$ cat src/rtl/sfu_pkg.sv
package sfu_pkg;
  localparam int unsigned IRQ_W = 5;
  localparam int unsigned CLR_W = 4;
  localparam int unsigned DMA_W = 2;
  localparam int unsigned NTHR  = 4;

  // threshold register slots
  localparam int unsigned THR_TXWM  = 0;
  localparam int unsigned THR_RXWM  = 1;
  localparam int unsigned THR_TXDMA = 2;
  localparam int unsigned THR_RXDMA = 3;

  // clear register bits
  localparam int unsigned CLR_ALL = 0;
  localparam int unsigned CLR_RXU = 1;
  localparam int unsigned CLR_RXO = 2;
  localparam int unsigned CLR_TXO = 3;

  // DMA control bits
  localparam int unsigned DMA_RX_EN = 0;
  localparam int unsigned DMA_TX_EN = 1;

  // interrupt word, bit 4 down to bit 0
  typedef struct packed {
    logic rxf;
    logic rxo;
    logic rxu;
    logic txo;
    logic txe;
  } irq_vec_t;

  // status word, bit 4 down to bit 0
  typedef struct packed {
    logic rx_full;
    logic rx_empty;
    logic tx_empty;
    logic tx_full;
    logic busy;
  } stat_vec_t;
endpackage

$ cat src/rtl/sfu_fifo.sv
module sfu_fifo #(
  parameter  int DEPTH = 16,
  parameter  int DW    = 16,
  localparam int LW    = $clog2(DEPTH + 1),
  localparam int PW    = $clog2(DEPTH)
) (
  input  logic          clk,
  input  logic          rst_n,
  input  logic          push,
  input  logic [DW-1:0] wdata,
  input  logic          pop,
  output logic [DW-1:0] rdata,
  output logic [LW-1:0] level,
  output logic          full,
  output logic          empty,
  output logic          push_drop,
  output logic          pop_miss
);
  logic [DW-1:0] mem [DEPTH];
  logic [PW-1:0] wptr_q, wptr_d, rptr_q, rptr_d;
  logic [LW-1:0] cnt_q, cnt_d;
  logic          push_ok, pop_ok;

  function automatic logic [PW-1:0] ptr_inc(input logic [PW-1:0] p);
    return (p == PW'(DEPTH - 1)) ? '0 : p + 1'b1;
  endfunction

  assign full  = (cnt_q == LW'(DEPTH));
  assign empty = (cnt_q == '0);

  always_comb begin
    push_ok   = push & ~full;
    pop_ok    = pop & ~empty;
    push_drop = push & full;
    pop_miss  = pop & empty;
    wptr_d    = push_ok ? ptr_inc(wptr_q) : wptr_q;
    rptr_d    = pop_ok ? ptr_inc(rptr_q) : rptr_q;
    cnt_d     = cnt_q + LW'(push_ok) - LW'(pop_ok);
  end

  always_ff @(posedge clk or negedge rst_n) begin
    if (!rst_n) begin
      wptr_q <= '0;
      rptr_q <= '0;
      cnt_q  <= '0;
    end else begin
      if (push_ok) wptr_q <= wptr_d;
      if (pop_ok)  rptr_q <= rptr_d;
      if (push_ok != pop_ok) cnt_q <= cnt_d;
    end
  end

  always_ff @(posedge clk) begin
    if (push_ok) mem[wptr_q] <= wdata;
  end

  assign rdata = empty ? '0 : mem[rptr_q];
  assign level = cnt_q;

  // occupancy never passes the depth
  assert_level_bound_R1: assert property (@(posedge clk) disable iff (!rst_n)
    cnt_q <= LW'(DEPTH));

  // a dropped push without a pop keeps the occupancy
  assert_drop_keeps_level_R2: assert property (@(posedge clk) disable iff (!rst_n)
    (push && full && !pop) |=> (cnt_q == $past(cnt_q)));
endmodule

$ cat src/rtl/sfu_cfg.sv
module sfu_cfg
  import sfu_pkg::*;
#(
  parameter  int DEPTH = 16,
  parameter  int CW    = 8,
  localparam int TW    = $clog2(DEPTH)
) (
  input  logic                     clk,
  input  logic                     rst_n,
  input  logic [CW-1:0]            wdata,
  input  logic [NTHR-1:0]          thr_we,
  input  logic                     mask_we,
  input  logic                     dma_we,
  output logic [NTHR-1:0][TW-1:0]  thr_q,
  output logic [IRQ_W-1:0]         mask_q,
  output logic [DMA_W-1:0]         dma_q
);
  logic                    in_range;
  logic [IRQ_W-1:0]        mask_d;
  logic [DMA_W-1:0]        dma_d;

  assign in_range = (wdata < CW'(DEPTH));

  for (genvar g = 0; g < NTHR; g++) begin : g_thr
    logic          load;
    logic [TW-1:0] nxt;

    always_comb begin
      load = thr_we[g] & in_range;
      nxt  = load ? wdata[TW-1:0] : thr_q[g];
    end

    always_ff @(posedge clk or negedge rst_n) begin
      if (!rst_n)    thr_q[g] <= '0;
      else if (load) thr_q[g] <= nxt;
    end

    // out-of-range writes do not alter the register
    assert_thr_reject_R6: assert property (@(posedge clk) disable iff (!rst_n)
      (thr_we[g] && (wdata >= CW'(DEPTH))) |=> (thr_q[g] == $past(thr_q[g])));
  end

  always_comb begin
    mask_d = mask_we ? wdata[IRQ_W-1:0] : mask_q;
    dma_d  = dma_we ? wdata[DMA_W-1:0] : dma_q;
  end

  always_ff @(posedge clk or negedge rst_n) begin
    if (!rst_n) begin
      mask_q <= '0;
      dma_q  <= '0;
    end else begin
      if (mask_we) mask_q <= mask_d;
      if (dma_we)  dma_q  <= dma_d;
    end
  end
endmodule

$ cat src/rtl/sfu_irq.sv
module sfu_irq
  import sfu_pkg::*;
(
  input  logic             clk,
  input  logic             rst_n,
  input  logic             ev_txo,
  input  logic             ev_rxu,
  input  logic             ev_rxo,
  input  logic             txe_lvl,
  input  logic             rxf_lvl,
  input  logic             clr_we,
  input  logic [CLR_W-1:0] clr_bits,
  input  logic [IRQ_W-1:0] mask,
  output irq_vec_t         raw,
  output logic [IRQ_W-1:0] masked,
  output logic             irq
);
  logic txo_q, rxu_q, rxo_q;
  logic txo_d, rxu_d, rxo_d;
  logic [CLR_W-1:0] clr;

  always_comb begin
    clr   = clr_we ? clr_bits : '0;
    txo_d = ev_txo | (txo_q & ~(clr[CLR_ALL] | clr[CLR_TXO]));
    rxu_d = ev_rxu | (rxu_q & ~(clr[CLR_ALL] | clr[CLR_RXU]));
    rxo_d = ev_rxo | (rxo_q & ~(clr[CLR_ALL] | clr[CLR_RXO]));
  end

  always_ff @(posedge clk or negedge rst_n) begin
    if (!rst_n) begin
      txo_q <= 1'b0;
      rxu_q <= 1'b0;
      rxo_q <= 1'b0;
    end else begin
      txo_q <= txo_d;
      rxu_q <= rxu_d;
      rxo_q <= rxo_d;
    end
  end

  always_comb begin
    raw.rxf = rxf_lvl;
    raw.rxo = rxo_q;
    raw.rxu = rxu_q;
    raw.txo = txo_q;
    raw.txe = txe_lvl;
    masked  = raw & mask;
    irq     = |masked;
  end

  // clear-all with no new event empties every sticky bit
  assert_clear_all_R7: assert property (@(posedge clk) disable iff (!rst_n)
    (clr_we && clr_bits[CLR_ALL] && !ev_txo && !ev_rxu && !ev_rxo)
      |=> !(raw.txo || raw.rxu || raw.rxo));

  // a dropped transmit push is always recorded
  assert_txo_set_R2: assert property (@(posedge clk) disable iff (!rst_n)
    ev_txo |=> raw.txo);

  // an empty receive pop is always recorded
  assert_rxu_set_R3: assert property (@(posedge clk) disable iff (!rst_n)
    ev_rxu |=> raw.rxu);
endmodule

$ cat src/rtl/spi_fifo_status_unit.sv
module spi_fifo_status_unit
  import sfu_pkg::*;
#(
  parameter  int DEPTH = 16,
  parameter  int DW    = 16,
  parameter  int CW    = 8,
  localparam int LW    = $clog2(DEPTH + 1),
  localparam int TW    = $clog2(DEPTH)
) (
  input  logic             clk,
  input  logic             rst_n,
  input  logic [CW-1:0]    reg_wdata,
  input  logic             tx_wr,
  input  logic [DW-1:0]    tx_wdata,
  input  logic             rx_rd,
  output logic [DW-1:0]    rx_rdata,
  input  logic             tx_wm_we,
  input  logic             rx_wm_we,
  input  logic             tx_dma_lvl_we,
  input  logic             rx_dma_lvl_we,
  input  logic             mask_we,
  input  logic             dma_ctl_we,
  input  logic             clr_we,
  output logic [LW-1:0]    tx_level,
  output logic [LW-1:0]    rx_level,
  output logic [TW-1:0]    tx_wm,
  output logic [TW-1:0]    rx_wm,
  output logic [TW-1:0]    tx_dma_lvl,
  output logic [TW-1:0]    rx_dma_lvl,
  output logic [IRQ_W-1:0] irq_mask,
  output logic [DMA_W-1:0] dma_ctl,
  output logic [IRQ_W-1:0] status,
  output logic [IRQ_W-1:0] irq_raw,
  output logic [IRQ_W-1:0] irq_masked,
  input  logic             eng_busy,
  input  logic             eng_tx_pop,
  output logic [DW-1:0]    eng_tx_data,
  input  logic             eng_rx_push,
  input  logic [DW-1:0]    eng_rx_data,
  output logic             irq,
  output logic             dma_tx_req,
  output logic             dma_rx_req
);
  logic tx_full, tx_empty, tx_drop, tx_miss;
  logic rx_full, rx_empty, rx_drop, rx_miss;
  logic [NTHR-1:0][TW-1:0] thr;
  logic [NTHR-1:0]         thr_we;
  logic                    txe_lvl, rxf_lvl;
  irq_vec_t                raw;
  stat_vec_t               st;

  sfu_fifo #(.DEPTH(DEPTH), .DW(DW)) u_txf (
    .clk(clk), .rst_n(rst_n),
    .push(tx_wr), .wdata(tx_wdata),
    .pop(eng_tx_pop), .rdata(eng_tx_data),
    .level(tx_level), .full(tx_full), .empty(tx_empty),
    .push_drop(tx_drop), .pop_miss(tx_miss)
  );

  sfu_fifo #(.DEPTH(DEPTH), .DW(DW)) u_rxf (
    .clk(clk), .rst_n(rst_n),
    .push(eng_rx_push), .wdata(eng_rx_data),
    .pop(rx_rd), .rdata(rx_rdata),
    .level(rx_level), .full(rx_full), .empty(rx_empty),
    .push_drop(rx_drop), .pop_miss(rx_miss)
  );

  always_comb begin
    thr_we            = '0;
    thr_we[THR_TXWM]  = tx_wm_we;
    thr_we[THR_RXWM]  = rx_wm_we;
    thr_we[THR_TXDMA] = tx_dma_lvl_we;
    thr_we[THR_RXDMA] = rx_dma_lvl_we;
  end

  sfu_cfg #(.DEPTH(DEPTH), .CW(CW)) u_cfg (
    .clk(clk), .rst_n(rst_n), .wdata(reg_wdata),
    .thr_we(thr_we), .mask_we(mask_we), .dma_we(dma_ctl_we),
    .thr_q(thr), .mask_q(irq_mask), .dma_q(dma_ctl)
  );

  assign tx_wm      = thr[THR_TXWM];
  assign rx_wm      = thr[THR_RXWM];
  assign tx_dma_lvl = thr[THR_TXDMA];
  assign rx_dma_lvl = thr[THR_RXDMA];

  assign txe_lvl = (tx_level <= LW'(tx_wm));
  assign rxf_lvl = (rx_level >  LW'(rx_wm));

  sfu_irq u_irq (
    .clk(clk), .rst_n(rst_n),
    .ev_txo(tx_drop), .ev_rxu(rx_miss), .ev_rxo(rx_drop),
    .txe_lvl(txe_lvl), .rxf_lvl(rxf_lvl),
    .clr_we(clr_we), .clr_bits(reg_wdata[CLR_W-1:0]),
    .mask(irq_mask), .raw(raw), .masked(irq_masked), .irq(irq)
  );

  assign irq_raw = raw;

  always_comb begin
    st.busy     = eng_busy;
    st.tx_full  = tx_full;
    st.tx_empty = tx_empty;
    st.rx_empty = rx_empty;
    st.rx_full  = rx_full;
    status      = st;
  end

  assign dma_tx_req = dma_ctl[DMA_TX_EN] & (tx_level <= LW'(tx_dma_lvl));
  assign dma_rx_req = dma_ctl[DMA_RX_EN] & (rx_level >  LW'(rx_dma_lvl));

  // an engine pop on an empty transmit FIFO leaves it empty
  assert_empty_pop_R10: assert property (@(posedge clk) disable iff (!rst_n)
    (tx_miss && !tx_wr) |=> (tx_level == '0));
endmodule

$ cat config.mk
export PLATFORM = sky130hd
export DESIGN_NAME = spi_fifo_status_unit
export DESIGN_NICKNAME = d
export VERILOG_FILES = /design/src/rtl/sfu_pkg.sv /design/src/rtl/sfu_fifo.sv /design/src/rtl/sfu_cfg.sv /design/src/rtl/sfu_irq.sv /design/src/rtl/spi_fifo_status_unit.sv
export SDC_FILE = /design/constraint.sdc
export NUM_CORES = 1
export LEC_CHECK = 0
export BUFFER_PORTS_ARGS = -buffer_cell sky130_fd_sc_hd__buf_2
export CAP_MARGIN = 10
export CORE_AREA = 2 2 240 361
export DETAILED_ROUTE_END_ITERATION = 7
export DIE_AREA = 0 0 242 363
export SLEW_MARGIN = 20
export SYNTH_ARGS = -nofsm -noshare
export SYNTH_HDL_FRONTEND = slang
export SYNTH_SLANG_ARGS = --single-unit
$ cat constraint.sdc
create_clock -name clk -period 3.1 [get_ports clk]
set_input_delay 0.155 -clock clk [delete_from_list [all_inputs] [get_ports clk]]
set_output_delay 0.155 -clock clk [all_outputs]
set_load 0.1 [all_outputs]
# After elaboration in Yosys (flattened, before gate mapping)
# Memories as Yosys holds them, arrays and structs flattened.
# Index checks and enable logic that the tools add are counted.
op_classes:
  bitwise: 30
  order_cmp: 5
  n_reduce_logical: 3
  addsub: 8
  eq_ne: 8
  n_mux: 11
op_table:
  columns: ["op", "n"]
  rows:
  - ["16-bit 2-to-1 mux", 2]
  - ["4-bit 2-to-1 mux", 5]
  - ["4-bit by 1-bit adder with 4-bit output (second input constant)", 4]
  - ["1-bit AND", 16]
  - ["4-bit equality test (second input constant)", 4]
  - ["5-bit by 1-bit adder with 5-bit output", 2]
  - ["5-bit equality test (second input constant)", 2]
  - ["5-bit by 4-bit > comparator with 1-bit output", 2]
  - ["5-bit by 4-bit less-or-equal comparator with 1-bit output", 2]
  - ["5-bit logical NOT", 2]
  - ["5-bit by 1-bit subtractor with 5-bit output", 2]
  - ["8-bit by 5-bit less-than comparator with 1-bit output (second input constant)", 1]
  - ["1-bit inverter", 7]
  - ["1-bit OR", 6]
  - ["5-bit AND", 1]
  - ["5-bit OR reduction", 1]
  - ["1-bit 2-to-1 mux", 4]
  - ["1-bit inequality test", 2]
totals:
  elab_cells: 82
  register_bits: 52
  inputBits: 54
  mem_bits_rw: 512
  memories: 2
memory_table:
  columns: ["name", "words", "word_bits", "read_ports", "rd_ports_with_merged_regs", "write_ports", "line_no", "source"]
  rows:
  - ["u_rxf.mem", 16, 16, 1, 0, 1, "sfu_fifo.sv:19", "logic [DW-1:0] mem [DEPTH];"]
  - ["u_txf.mem", 16, 16, 1, 0, 1, "sfu_fifo.sv:19", null]

# Logic depth before layout (Yosys ltp)
logic_depth:
  word_depth: 5
  ltp_mapped: 15
  mapped_depth_nobuf: 14

# Cells and area by module
# Synthesis repeated with hierarchy kept, for this count alone.
unflattened:
  cells_unflattened: 1161
  hier_area_um2: 23092.1
modules_own_cells:
  columns: ["module", "cells_each", "area_per_inst_um2", "instances"]
  rows:
  - ["sfu_fifo", 513, 10785.3, 2]
  - ["sfu_cfg", 51, 870.8, 1]
  - ["spi_fifo_status_unit", 63, 450.4, 1]
  - ["sfu_irq", 21, 200.2, 1]

# Worst setup path before layout
# Ideal clock, no wire load.
synth_timing:
  path_type: "register to output"
  startpoint: "register u_rxf.cnt_q[0] (netlist: u_rxf.level[0])"
  endpoint: "output port dma_rx_req"
  n_path_buf: 0
  required_time_ns: 2.945
  slack_ns: -0.849
  arrival_ns: 3.794
  stages_incl_launch_ff: 8
  path_cell_list: "dfrtp_1 inv_1 ha_1 nor2b_1 o21ai_0 nand2b_1 a21oi_1 o21ai_0"
synth_between:
  elab_chain_len: 2
synth_rtl:
  columns: ["item", "line_no", "source"]
  rows:
  - ["start: declaration", "sfu_fifo.sv:21", "logic [LW-1:0] cnt_q, cnt_d;"]
  - ["start signal: assignment", "sfu_fifo.sv:49", "if (push_ok != pop_ok) cnt_q <= cnt_d;"]
  - ["5-bit by 4-bit > comparator with 1-bit output", "spi_fifo_status_unit.sv:110", "assign dma_rx_req = dma_ctl[DMA_RX_EN] & (rx_level > LW'(rx_dma_lvl));"]
  - ["1-bit AND", "spi_fifo_status_unit.sv:110", null]
  - ["end: declaration", "spi_fifo_status_unit.sv:42", "output logic dma_rx_req"]
# No other way between the ends.

# Final worst setup path
layout_timing:
  startpoint: "register u_txf.cnt_q[3] (netlist: u_txf.level[3])"
  endpoint: "output port irq"
layout_between:
  elab_chain_len: 3
layout_rtl:
  columns: ["item", "line_no", "source"]
  rows:
  - ["start: declaration", "sfu_fifo.sv:21", null]
  - ["start signal: assignment", "sfu_fifo.sv:49", null]
  - ["5-bit by 4-bit less-or-equal comparator with 1-bit output", "spi_fifo_status_unit.sv:87", "assign txe_lvl = (tx_level <= LW'(tx_wm));"]
  - ["5-bit AND", "sfu_irq.sv:47", "masked = raw & mask;"]
  - ["5-bit OR reduction", "sfu_irq.sv:48", "irq = |masked;"]
  - ["end: declaration", "spi_fifo_status_unit.sv:40", "output logic irq,"]
# No other way between the ends.

==> flow_summary_export.csv <==
group,metric,value,unit
timing,fin_setup_tns,0,ns
global_routing,overflow,0,
die,placeableCoreArea,84600,sq um
pwr,irDropWorstVdd,1.24,mV
worst_setup_path,reg2reg_slack,0.15,ns
routing,wl_per_cell,20.4,um
timing,final.period_utilization,0.963,
pwr,leakagePower,9.52,nW
synthesis,synth_area_per_cell,20.2,sq um
timing,tightest_slew,0.748,ns
worst_hold_path,hp-start,"eng_tx_pop",
worst_setup_path,worstRegToRegCells,14,
run,maxCapViolCount,0,
synthesis,ys.flop_type,"edfxtp_1",
timing,slew_violations,0,
synthesis,yosysTopAreaCell,"edfxtp_1",
pwr,p_per_area,1050,nW/um^2
worst_setup_path,worstSetupPathType,"reg -> out",
routing,drt_iter0_drc,729,
layout,final_common_cell,"edfxtp_1",
worst_hold_path,hold_path_end,"u_txf.rptr_q[3]$_DFFE_PN0P_",
synthesis,synth_edf_count,512,
outcome,outcome,"completed",
worst_hold_path,hold_class,"in -> reg",
clock_tree,clk_latency,0.62,ns
clock_tree,clock_sink_count,564,
synthesis,yosysUniqueCellTypes,54,
timing,setup_viol,0,
die,initial_core_util,0.269,
clock_tree,htreeDepth,2,
synthesis,ys_ff_latch,564,
synthesis,synth_warnings,0,
placement,place_congestion,0.768,
layout,area_growth,23.4,%
clock_tree,clockRootBuffer,"clkbuf_16",
worst_setup_path,critPathArrivalTime,2.83,ns
die,die_w,242,um
routing,antenna_left,0,
die,io_pins,137,
layout,fin_nets,1478,
synthesis,synth_top_area_share,0.677,
clock_tree,cts_tree,"yes",
worst_setup_path,cp.required,2.94,ns
global_routing,grt_max_degree,50,
global_routing,antenna_found_initial,1,
clock_tree,cts_buffers,55,
layout,fillerInstances,8074,
routing,drt_wl_total,52300,um
worst_setup_path,r2r-start,"u_txf.level[2]$_DFFE_PN0P_",
layout,drive_above_1_share,0.376,
synthesis,synth_nets,1219,
die,dieArea,87800,sq um
timing,hold_ws,0.0496,ns
clock_tree,clk_pin_slew_worst_paths,0.06,ns
die,die_y,363,um
worst_setup_path,endpoint_kind,"output pin",
routing,drc,0,
global_routing,grt_pass1_wl,79100,um
placement,dp_hpwl,32300,um
timing,fin_worst_skew,0.0266,ns
timing,relSlewSlack,0.502,
placement,io_buffers,134,
timing,hold_violations,0,
clock_tree,cts_buffer_depth,3,
global_routing,grt_pass1_vias,12700,
worst_setup_path,path_max_fanout,5,
synthesis,synth_cells,1125,
synthesis,ys_async_sr_fraction,0.0922,
routing,num_vias,11500,
global_routing,grt_util_all_layers,0.119,
worst_setup_path,timing.rr.end,"u_txf.level[4]$_DFFE_PN0P_",
synthesis,synthTopCellsByArea,"edfxtp_1 (68%), mux4_2 (13%), dfrtp_1 (5.7%), mux2i_1 (2.8%), ha_1 (2.1%)",
worst_setup_path,cp-start-kind,"flop",
routing,first_pass_iters,5,
pwr,total_power,0.0296,W
routing,via_per_inst,4.49,
timing,max_freq,335,MHz
worst_hold_path,hold-path-cell-count,4,
synthesis,syn_area,22700,sq um
die,rows,131,
synthesis,seq_area_frac_synth,0.734,
layout,final_cell_mix,"edfxtp_1 (512), mux4_2 (128), buf_2 (125)",
timing,finalCriticalPeriod,2.98,ns
-- cells in the mapped netlist, types with 2 or more instances --
master	number
a22o_1	4
and2_1	4
nor2_1	18
nand2b_1	7
nand3_1	7
and4bb_2	2
a21oi_1	13
mux2_2	27
mux2i_1	64
nand4_1	5
edfxtp_1	512
mux4_2	128
and4_1	3
buf_4	16
ha_1	38
o22ai_1	33
o21ai_0	20
buf_1	9
and3_1	7
nor2b_1	6
clkbuf_1	19
dfrtp_1	52
nor3_1	6
a31oi_1	2
o21ai_1	2
inv_1	32
o21a_1	3
a21o_1	3
nand2_1	28
buf_2	18
xnor2_1	10
fa_1	2
nor3b_1	4
-- layer usage --
metal | wire length, um | vias to the layer above | global-route usage
met2 | 29100 | 231 | 0.231
li1 | - | 5089 | -
met5 | 11 | - | 0
met4 | 1770 | 2 | 0.0450
met1 | 19500 | 6074 | 0.127
met3 | 1880 | 107 | 0.0201
-- worst max-delay path, cell delays in order (launching register included) --
cell and delay, ns:
dfrtp_4 0.49, buf_4 0.17, ha_1 0.31, inv_1 0.06, o22ai_2 0.18, o31ai_2 0.09, and2_2 0.21, or4_4 0.53
buf_12 0.18
-- registers in the layout (all words and copies together) (netlist names) --
name,flops
u_txf.wptr_q,4
u_txf.mem,256
u_cfg.thr_q,16
u_cfg.mask_q,5
u_rxf.rptr_q,4
u_irq.txo_q,1
u_rxf.wptr_q,4
u_rxf.mem,256
u_txf.level,5
u_txf.rptr_q,4
u_irq.rxu_q,1
u_cfg.dma_q,2
u_rxf.level,5
u_irq.rxo_q,1
-- cell families after synthesis --
| group | synth area share |
|---|---|
| DFF | 0.734 |
| muxes | 0.168 |
| and+or+nand+nor | 0.0267 |
| buffers and inverters | 0.0199 |
| AOI/OAI and AO/OA | 0.0223 |
| adders and majority gates | 0.0227 |
| xor gates and xnor gates | 0.00617 |
-- metrics by stage --
step                cell area [sq um]   util  cells  worst slack [ns]
floorplan                       23100      -   1125            -0.161
global placement                25500  0.302   2394             0.184
detailed placement              25500  0.302   2394             0.157
CTS                             27900  0.330   2555           0.00187
global route                    28000  0.331   2561         -0.000934
finish                          28000  0.331   2562             0.115
-- power by group --
part	internal (W)	switching (W)
registers	0.00918	0.000727
clock network	0.00370	0.00298
logic	0.00427	0.00871
-- worst max path at each step --
stage	start	end	slack (ns)
after floorplan	u_rxf.level[2]$_DFFE_PN0P_	rx_rdata[0]	-0.16
after global placement	u_txf.level[2]$_DFFE_PN0P_	u_txf.level[4]$_DFFE_PN0P_	0.18
after detailed placement	u_txf.level[2]$_DFFE_PN0P_	u_txf.level[4]$_DFFE_PN0P_	0.16
after CTS	u_rxf.level[3]$_DFFE_PN0P_	rx_rdata[3]	0.002
after global routing	u_txf.level[3]$_DFFE_PN0P_	irq	-0.0009
final	u_txf.level[3]$_DFFE_PN0P_	irq	0.12
-- repair_timing --
item,4_1_cts,5_1_grt
setup buffers,2,6
resized for setup,11,9
hold buffers,55,0
endpoints found under the hold margin,565,0
setup endpoints to repair,24,20
-- layout make-up --
cell class | count | area [sq um] | area share
flip-flops and latches | 564 | 16700 | 0.596
diodes | 1 | 2.50 | 0.0000893
inverters | 32 | 125 | 0.00446
repair buffers | 266 | 2020 | 0.0720
clock buffers | 64 | 1430 | 0.0511
clock inverters | 40 | 380 | 0.0136
multi-input cells | 465 | 5960 | 0.212
well taps | 1130 | 1410 | 0.0504
(Power assumes the default switching activity.)
